## src/rtl/fgen_pkg.sv

```systemverilog
`timescale 1ns/1ps
package fgen_pkg;

    localparam int SAMPLE_W = 8;
    localparam int INDEX_W  = 8;
    localparam int GAIN_W   = 4;
    localparam int GAIN_SH  = 3;

    typedef enum logic [1:0] {
        WAVE_SINE   = 2'd0,
        WAVE_SQUARE = 2'd1,
        WAVE_TRI    = 2'd2,
        WAVE_RAMP   = 2'd3
    } wave_e;

    typedef struct packed {
        logic up;
        logic down;
    } detent_t;

    // Sine code for table index k, from a fixed-point series on a quarter wave.
    function automatic logic [SAMPLE_W-1:0] sine_code(input int unsigned k);
        longint      x;
        longint      term;
        longint      acc;
        longint      num;
        int unsigned r;
        int unsigned quad;
        quad = (k >> 6) & 32'd3;
        r    = k & 32'd63;
        if (quad[0]) r = 32'd64 - r;
        x    = (64'sd843314857 * longint'(r)) / 64'sd128;
        term = x;
        acc  = x;
        for (int n = 1; n <= 6; n++) begin
            term = -((((term * x) >>> 28) * x) >>> 28) / longint'((2 * n) * (2 * n + 1));
            acc  = acc + term;
        end
        if (quad[1]) acc = -acc;
        num = 64'sd127 * acc + (64'sd128 <<< 28) + (64'sd1 <<< 27);
        return SAMPLE_W'(num >>> 28);
    endfunction

    // Multiply by gain code, divide by 8, saturate.
    function automatic logic [SAMPLE_W-1:0] apply_gain(input logic [SAMPLE_W-1:0] s,
                                                       input logic [GAIN_W-1:0]   g);
        logic [SAMPLE_W+GAIN_W-1:0] prod;
        logic [SAMPLE_W+GAIN_W-GAIN_SH-1:0] scaled;
        prod   = {{GAIN_W{1'b0}}, s} * {{SAMPLE_W{1'b0}}, g};
        scaled = (SAMPLE_W+GAIN_W-GAIN_SH)'(prod >> GAIN_SH);
        return (scaled > {{(GAIN_W-GAIN_SH){1'b0}}, {SAMPLE_W{1'b1}}}) ? {SAMPLE_W{1'b1}}
                                                                       : scaled[SAMPLE_W-1:0];
    endfunction

endpackage

```

## src/rtl/fgen_quad_in.sv

```systemverilog
`timescale 1ns/1ps
module fgen_quad_in
    import fgen_pkg::*;
#(
    parameter int DEBOUNCE = 100000
) (
    input  logic    clk,
    input  logic    rst,
    input  logic    line_a,
    input  logic    line_b,
    output detent_t det
);
    localparam int CNT_W = $clog2(DEBOUNCE + 1);
    localparam int LINES = 2;

    logic [LINES-1:0] meta_q;
    logic [LINES-1:0] sync_q;
    logic [LINES-1:0] clean_q;
    logic [LINES-1:0] clean_d_q;

    always_ff @(posedge clk) begin
        if (rst) begin
            meta_q    <= '0;
            sync_q    <= '0;
            clean_d_q <= '0;
        end else begin
            meta_q    <= {line_b, line_a};
            sync_q    <= meta_q;
            clean_d_q <= clean_q;
        end
    end

    for (genvar ch = 0; ch < LINES; ch++) begin : g_line
        logic [CNT_W-1:0] run_q;

        always_ff @(posedge clk) begin
            if (rst) begin
                run_q       <= '0;
                clean_q[ch] <= 1'b0;
            end else if (sync_q[ch] == clean_q[ch]) begin
                run_q <= '0;
            end else if (run_q == CNT_W'(DEBOUNCE - 1)) begin
                run_q       <= '0;
                clean_q[ch] <= sync_q[ch];
            end else begin
                run_q <= run_q + 1'b1;
            end
        end

        // a filtered level only ever adopts the synchronised level
        p_filter_from_sync_r9: assert property (@(posedge clk) disable iff (rst)
            (clean_q[ch] != $past(clean_q[ch])) |-> (clean_q[ch] == $past(sync_q[ch])));
    end

    always_comb begin
        det.up   = clean_q[0] & ~clean_d_q[0] & ~clean_q[1];
        det.down = clean_q[0] & ~clean_d_q[0] &  clean_q[1];
    end

endmodule

```

## src/rtl/fgen_tuning.sv

```systemverilog
`timescale 1ns/1ps
module fgen_tuning
    import fgen_pkg::*;
#(
    parameter int              TW_W    = 49,
    parameter longint unsigned TW_MIN  = 64'd562950,
    parameter longint unsigned TW_MAX  = 64'd562949953421,
    parameter longint unsigned TW_STEP = 64'd56294995,
    parameter longint unsigned TW_INIT = 64'd5629499534
) (
    input  logic            clk,
    input  logic            rst,
    input  detent_t         det,
    output logic [TW_W-1:0] tw
);
    localparam logic [TW_W:0] MIN_X  = TW_MIN[TW_W:0];
    localparam logic [TW_W:0] MAX_X  = TW_MAX[TW_W:0];
    localparam logic [TW_W:0] STEP_X = TW_STEP[TW_W:0];
    localparam logic [TW_W:0] INIT_X = TW_INIT[TW_W:0];

    logic [TW_W-1:0] tw_q;
    logic [TW_W:0]   up_sum;
    logic [TW_W-1:0] dn_diff;
    logic            up_over;
    logic            dn_under;

    always_comb begin
        up_sum   = {1'b0, tw_q} + STEP_X;
        dn_diff  = tw_q - STEP_X[TW_W-1:0];
        up_over  = up_sum > MAX_X;
        dn_under = {1'b0, tw_q} < (MIN_X + STEP_X);
    end

    always_ff @(posedge clk) begin
        if (rst) begin
            tw_q <= INIT_X[TW_W-1:0];
        end else if (det.up) begin
            tw_q <= up_over ? MAX_X[TW_W-1:0] : up_sum[TW_W-1:0];
        end else if (det.down) begin
            tw_q <= dn_under ? MIN_X[TW_W-1:0] : dn_diff;
        end
    end

    assign tw = tw_q;

    p_tw_window_r11: assert property (@(posedge clk) disable iff (rst)
        ({1'b0, tw_q} >= MIN_X) && ({1'b0, tw_q} <= MAX_X));

    p_tw_moves_on_detent_r10: assert property (@(posedge clk) disable iff (rst)
        (tw_q != $past(tw_q)) |-> $past(det.up || det.down));

endmodule

```

## src/rtl/fgen_phase.sv

```systemverilog
`timescale 1ns/1ps
module fgen_phase
    import fgen_pkg::*;
#(
    parameter int PHASE_W = 49
) (
    input  logic               clk,
    input  logic               rst,
    input  logic [PHASE_W-1:0] tw,
    output logic [INDEX_W-1:0] phase_top
);
    logic [PHASE_W-1:0] phase_q;

    always_ff @(posedge clk) begin
        if (rst) phase_q <= '0;
        else     phase_q <= phase_q + tw;
    end

    assign phase_top = phase_q[PHASE_W-1 -: INDEX_W];

    p_phase_cleared_r1: assert property (@(posedge clk) disable iff (rst)
        $fell(rst) |-> (phase_q == '0));

endmodule

```

## src/rtl/fgen_shaper.sv

```systemverilog
`timescale 1ns/1ps
module fgen_shaper
    import fgen_pkg::*;
(
    input  logic                clk,
    input  logic                rst,
    input  logic [INDEX_W-1:0]  idx,
    input  wave_e               sel,
    input  logic [GAIN_W-1:0]   gain,
    output logic [SAMPLE_W-1:0] sample
);
    localparam int DEPTH = 1 << INDEX_W;

    logic [SAMPLE_W-1:0] sine_rom [DEPTH];
    logic [SAMPLE_W-1:0] shaped;
    logic [SAMPLE_W-1:0] sample_q;

    for (genvar i = 0; i < DEPTH; i++) begin : g_rom
        localparam logic [SAMPLE_W-1:0] CODE = sine_code(i);
        assign sine_rom[i] = CODE;
    end

    always_comb begin
        shaped = idx;
        unique case (sel)
            WAVE_SINE:   shaped = sine_rom[idx];
            WAVE_SQUARE: shaped = {SAMPLE_W{idx[INDEX_W-1]}};
            WAVE_TRI:    shaped = {idx[INDEX_W-1] ? ~idx[INDEX_W-2:0] : idx[INDEX_W-2:0], 1'b0};
            WAVE_RAMP:   shaped = idx;
            default:     shaped = idx;
        endcase
    end

    always_ff @(posedge clk) begin
        if (rst) sample_q <= '0;
        else     sample_q <= apply_gain(shaped, gain);
    end

    assign sample = sample_q;

    p_mute_r8: assert property (@(posedge clk) disable iff (rst)
        $past(gain == '0) |-> (sample_q == '0));

    p_square_rails_r5: assert property (@(posedge clk) disable iff (rst)
        $past(sel == WAVE_SQUARE && gain == GAIN_W'(8)) |-> (sample_q == '0 || sample_q == '1));

endmodule

```

## src/rtl/dds_fgen.sv

```systemverilog
`timescale 1ns/1ps
module dds_fgen
    import fgen_pkg::*;
#(
    parameter int              PHASE_W  = 49,
    parameter longint unsigned TW_MIN   = 64'd562950,
    parameter longint unsigned TW_MAX   = 64'd562949953421,
    parameter longint unsigned TW_STEP  = 64'd56294995,
    parameter longint unsigned TW_INIT  = 64'd5629499534,
    parameter int              DEBOUNCE = 100000
) (
    input  logic       clk,
    input  logic       rst,
    input  logic       enc_a,
    input  logic       enc_b,
    input  logic [1:0] wave_sel,
    input  logic [3:0] gain,
    output logic [7:0] sample
);
    detent_t             det;
    logic [PHASE_W-1:0]  tw;
    logic [INDEX_W-1:0]  phase_top;
    wave_e               sel_e;

    assign sel_e = wave_e'(wave_sel);

    fgen_quad_in #(.DEBOUNCE(DEBOUNCE)) u_quad (
        .clk    (clk),
        .rst    (rst),
        .line_a (enc_a),
        .line_b (enc_b),
        .det    (det)
    );

    fgen_tuning #(
        .TW_W    (PHASE_W),
        .TW_MIN  (TW_MIN),
        .TW_MAX  (TW_MAX),
        .TW_STEP (TW_STEP),
        .TW_INIT (TW_INIT)
    ) u_tuning (
        .clk (clk),
        .rst (rst),
        .det (det),
        .tw  (tw)
    );

    fgen_phase #(.PHASE_W(PHASE_W)) u_phase (
        .clk       (clk),
        .rst       (rst),
        .tw        (tw),
        .phase_top (phase_top)
    );

    fgen_shaper u_shaper (
        .clk    (clk),
        .rst    (rst),
        .idx    (phase_top),
        .sel    (sel_e),
        .gain   (gain),
        .sample (sample)
    );

endmodule

```

## config.mk

```make
export PLATFORM = sky130hd
export DESIGN_NAME = dds_fgen
export DESIGN_NICKNAME = d
export VERILOG_FILES = /design/src/rtl/fgen_pkg.sv /design/src/rtl/fgen_quad_in.sv /design/src/rtl/fgen_tuning.sv /design/src/rtl/fgen_phase.sv /design/src/rtl/fgen_shaper.sv /design/src/rtl/dds_fgen.sv
export SDC_FILE = /design/constraint.sdc
export NUM_CORES = 1
export LEC_CHECK = 0
export CORE_MARGIN = 3
export CORE_UTILIZATION = 60
export CTS_BUF_LIST = sky130_fd_sc_hd__clkbuf_16
export DETAILED_ROUTE_END_ITERATION = 7
export DONT_BUFFER_PORTS = 1
export GPL_TIMING_DRIVEN = 1
export PLACE_DENSITY = 0.76
export SLEW_MARGIN = 0
export SYNTH_ARGS = -nofsm -noshare
export SYNTH_HDL_FRONTEND = slang
export SYNTH_SLANG_ARGS = --single-unit
```

## constraint.sdc

```tcl
create_clock -name clk -period 10.6 [get_ports clk]
set_input_delay 1.06 -clock clk [delete_from_list [all_inputs] [get_ports clk]]
set_output_delay 1.06 -clock clk [all_outputs]
set_load 0.05 [all_outputs]
```

# Word level (Yosys, flattened, before mapping)
# Memory sizes are Yosys's and may differ from the RTL's.
# Index checks and enable logic that the tools add are counted.
# classes
n_reduce_logical	6
bitwise_logic	9
muxes	9
eq_ne	7
add_sub_neg	5
mul	1
order_cmp	4
# ops
cell	n
$mux 49	4
$add 49x26->50 const B	1
$gt 50x40->1 const B	1
$add 49x49->49	1
$lt 49x26->1 const B	1
$sub 49x26->49 const B	1
$add 17x1->17 const B	2
$eq 17x17->1 const B	2
$pmux 8 s4	1
$mux 8	3
$mul 8x4->12	1
$ge 9x9->1 const B	1
$gt 9x8->1 const B	1
$not 8->9	1
$mux 7	1
$not 7->7	1
$reduce_or 3->1	2
$eq 2x2->1 const B	2
$not 1->1	4
$reduce_and 2->1	2
$and 1x1->1	3
$eq 1x1->1	2
$eq 2x1->1 const B	1
$logic_not 2->1	1
$reduce_bool 2->1	1
# totals
memories	1
elab_cells	52
rom_bits	2048
out_inout_bits	8
ff_bits	147
# memory_table
memory	words	width	rd	rd_ports_with_merged_regs	write_ports	line_no	text
(no name shown)	256	8	1	0	0	fgen_shaper.sv:26	WAVE_SINE: shaped = sine_rom[idx];

# Logic depth before layout (Yosys ltp)
# logic_depth
word_depth	8
depth_mapped	28
depth_no_buf	26

# Hierarchy
# A second synthesis with hierarchy kept.
# hier_totals
cells_unflattened	1964
hier_area_um2	14580.2
# by_module_without_submodules
mod	area_each_um2	cells_per_inst	seq_area_each_um2	n_inst
fgen_tuning	5202.5	766	980.9	1
fgen_phase	4177.8	530	980.9	1
fgen_shaper	3429.5	472	160.2	1
fgen_quad_in	1770.4	196	820.8	1

# Worst setup path after synthesis
# No wires, ideal clock.
# synth_path
path_kind	flip-flop to flip-flop
from	register u_phase.phase_q[42]
to	register u_shaper.sample_q[0], in the netlist u_shaper.sample[0]
path_slack_ns	4.724
arrival_time_ns	5.744
path_stages_with_launch	21
required_ns	10.468
setup_ns	0.132
path_cell_list	dfxtp_1 clkbuf_1 inv_1 ha_1 clkbuf_1 and2_1 o311ai_0 mux4_2 mux4_2 o21a_1 nand2b_1 fa_1 fa_1 inv_1 ha_1 and3_1 a211oi_1 nor3_1 a2111oi_0 xor2_1 a21oi_1
# synth_between
elab_chain_cells	8
elab_cells_between_ends	10
cone_classes	mul (1); order compare (1); mux (5); bitwise (2); memory (1)
# synth_rtl
element	line_no	text
start: declaration	fgen_phase.sv:12	logic [PHASE_W-1:0] phase_q;
start signal: assignment	fgen_phase.sv:16	else phase_q <= phase_q + tw;
$not 8->9 (not written as such)	fgen_shaper.sv:26	
$mem_v2 256x8	n/a	
$mux 8 (not written as such) (2 in a row)	fgen_shaper.sv:26	
$pmux 8 s4 *	fgen_shaper.sv:25	unique case (sel)
$mul 8x4->12 *	fgen_pkg.sv:49	prod = {{GAIN_W{1'b0}}, s} * {{SAMPLE_W{1'b0}}, g};
$gt 9x8->1	fgen_pkg.sv:51	return (scaled > {{(GAIN_W-GAIN_SH){1'b0}}, {SAMPLE_W{1'b1}}}) ? {SAMPLE_W{1'b1}}
$mux 8 *	fgen_pkg.sv:51	
end signal: assignment	fgen_shaper.sv:36	else sample_q <= apply_gain(shaped, gain);
end: declaration	fgen_shaper.sv:16	logic [SAMPLE_W-1:0] sample_q;
# Mark *: on every way between the ends. The rest lies on a longest branch, timed or not. The select of a mux whose other input is x is not followed.
# A chain may end at the register's enable or synchronous reset.

# Worst setup path in the final report
# Ends and elaborated chain as after synthesis.

==> qor.yml <==
avgSynthCellArea_um2: 7.22
gp_congestion: 0.939
worstSetupStartpointType: "flop"
grt_pass1_wl_mm: 62.6
ant_nets: 0
ys_seq_area_frac: 0.216
synth_area_leaders: "dfxtp_1 (22%), ha_1 (7.2%), a21oi_1 (5.6%)"
fmax_mhz: 139
tightest_slew_ps: 1170
p_leak_nw: 5.58
die-width_um: 157
port_buffers: 0
period_share: 0.678
rsz0062_at_grt: "no"
clkLatencyLatePin_ps: 430
multi_input_area_mm2: 0.00992
syn_inst: 1890
ys_seq_elements: 147
hpwl_mm: 26.1
post_cts_buffers: 0
nFillCells: 1960
syn-num-nets: 1991
routed_via_density: 6.63
slew_headroom: 0.217
required_ps: 10900
synth_cell_types: 78
rows: 54
drive_above_1_share: 0.0445
cp-end-kind: "flop"
rr_startpoint: "u_phase.phase_q[42]$_SDFF_PP0_"
finalHoldViolCount: 0
n_antenna_cell: 0
power_mw: 1.50
cts_hold_buffers: 0
seq_area_mm2: 0.00295
synthArstFlopShare: 0
clock-sinks: 147
worst_hold_path_type: "reg2reg"
initial_core_util: 0.618
final_cell_area_mm2: 0.0141
critPathMaxFanout: 24
root_buffer: "clkbuf_16"
final_cells: 2078
rr_endpoint: "u_shaper.sample[0]$_SDFF_PP0_"
dieArea_mm2: 0.0246
ys_warn_count: 0
period_minus_slack_ps: 7190
slew_violations: 0
cts-resized-gates: 0
drt-initial-drc-count: 1776
placed_cell_area_mm2: 0.0136
overflow: 0
clockBufferDepth: 2
wl_per_cell_um: 18.3
area_growth_pct: 3.59
ir_drop_v: 0.000104
hold_depth: 1
cp.arrival_ps: 7490
coreArea_mm2: 0.0221
drcViolationCount: 0
finClkSkew_ps: 11.0
worstHoldStart: "u_quad.meta_q[0]$_SDFF_PP0_"
crit_type: "reg2reg"
setup_tns_ps: 0
synth_edf_count: 0
r2r_cells: 24
final_util: 0.640
io_pins: 18
reg2reg_slack_ps: 3410
fin_nets: 1886
synth_common_cells: "nor2_1 (198), a21oi_1 (152), dfxtp_1 (147)"
yosysMostFrequentCell: "nor2_1"
yosysTopAreaCellShare: 0.216
drt-pass1-iter-count: 6
grt_usage: 0.305
h-tree-depth: 4
grt_antenna_before_repair: 0
hold-path-endpoint: "u_quad.sync_q[0]$_SDFF_PP0_"
tritoncts: "built"
vias: 13778
setup_viol: 0
dp.cells: 2046
synthFlopType: "dfxtp_1"
path_clk_slew_ps: 70
grt_max_degree: 107
netlist.top_cell.by_area: "dfxtp_1"
grt_pass1_vias: 12665
wirelength_mm: 38.0
max_cap_viol_count: 0
power_density_mw_per_mm2: 106
fp.dieH_um: 157
status: "finished clean"
cts-buffers-inserted: 17
synth_area_mm2: 0.0136
-- cell type report --
| type | count | share of cell area |
|---|---|---|
| multi-input combinational | 1535 | 0.702 |
| sequential | 147 | 0.208 |
| clock buffer | 17 | 0.0301 |
| tap | 280 | 0.0248 |
| inverter | 70 | 0.0186 |
| clock inverter | 15 | 0.00867 |
| timing repair buffer | 14 | 0.00744 |
-- logic make-up (layout without fill, tap and decap cells) --
logic type / count (synthesis) / after routing / share of synthesized area
adders and majority gates: 91 / 91 / 0.0906
AOI/OAI and AO/OA: 613 / 613 / 0.292
and+or+nand+nor: 697 / 697 / 0.253
DFF: 147 / 147 / 0.216
xor gates and xnor gates: 113 / 113 / 0.0725
muxes: 21 / 21 / 0.0186
buffers and inverters: 208 / 116 / 0.0580
-- layer usage --
| layer | vias up | wire (um) | part of all wire | GRT usage |
|---|---|---|---|---|
| met3 | 97 | 2720 | 0.071 | 0.0459 |
| li1 | 6676 | - | - | - |
| met4 | 0 | 1200 | 0.032 | 0.127 |
| met2 | 607 | 17400 | 0.46 | 0.479 |
| met1 | 6398 | 16700 | 0.44 | 0.419 |
| met5 | - | 0 | 0 | 0 |
-- placed cells by master (no fill, tap or decap), types with 33 or more instances in the layout --
cell type / count
a31oi_1: 38
nor3_1: 61
ha_1: 78
nand2b_1: 37
dfxtp_1: 144
o21ai_0: 143
a21oi_1: 152
nand2_1: 142
nor2b_1: 33
a211oi_1: 33
a21o_1: 54
xnor2_1: 64
xor2_1: 49
inv_1: 69
nor2_1: 198
nand3_1: 56
-- worst max-delay path, stage by stage, from the launching register on --
cell,delay [ps]
dfxtp_1,880
inv_1,400
ha_1,590
inv_1,140
o21ai_0,310
o21bai_1,100
a222oi_1,240
nand2_1,90
o21ai_0,100
a21oi_1,80
a21oi_1,300
nor2_1,80
a221oi_1,480
and2_1,230
fa_1,410
inv_1,90
fa_1,380
inv_1,70
ha_1,270
and3_1,210
a211oi_1,370
nor3_1,100
a2111oi_0,500
xor2_1,480
a21oi_1,130
-- state kept, by name, summed over array words and instances, names as in the netlist --
signal               flops
u_phase.phase_q         49
u_tuning.tw             49
u_quad.g_line.run_q     34
u_shaper.sample          8
u_quad.clean_q           2
u_quad.meta_q            2
u_quad.sync_q            2
u_quad.clean_d_q         1
-- through the flow --
stage / setup WS (ps) / hold WS, ps
global placement: 3910 / 414
floorplan: 4720 / 414
finish: 3410 / 439
global route: 3000 / 463
detailed placement: 3710 / 422
CTS: 3680 / 441
-- worst max path at each step --
stage | start | to | slack (ps) | cells past startpoint
after floorplan | u_phase.phase_q[42]$_SDFF_PP0_ | u_shaper.sample[0]$_SDFF_PP0_ | 4720 | 20
after global placement | u_phase.phase_q[42]$_SDFF_PP0_ | u_shaper.sample[0]$_SDFF_PP0_ | 3910 | 18
after detailed placement | u_phase.phase_q[42]$_SDFF_PP0_ | u_shaper.sample[2]$_SDFF_PP0_ | 3710 | 24
after CTS | u_phase.phase_q[42]$_SDFF_PP0_ | u_shaper.sample[2]$_SDFF_PP0_ | 3680 | 24
after global routing | u_phase.phase_q[42]$_SDFF_PP0_ | u_shaper.sample[1]$_SDFF_PP0_ | 3000 | 24
final | u_phase.phase_q[42]$_SDFF_PP0_ | u_shaper.sample[0]$_SDFF_PP0_ | 3410 | 24
-- power breakdown --
part           switching [mW]  total (mW)  internal (mW)
registers              0.0263       0.617          0.590
logic                   0.172       0.301          0.130
clock network           0.273       0.579          0.307
total                   0.471        1.50           1.03
No activity file was read; power rests on OpenSTA's default activity.
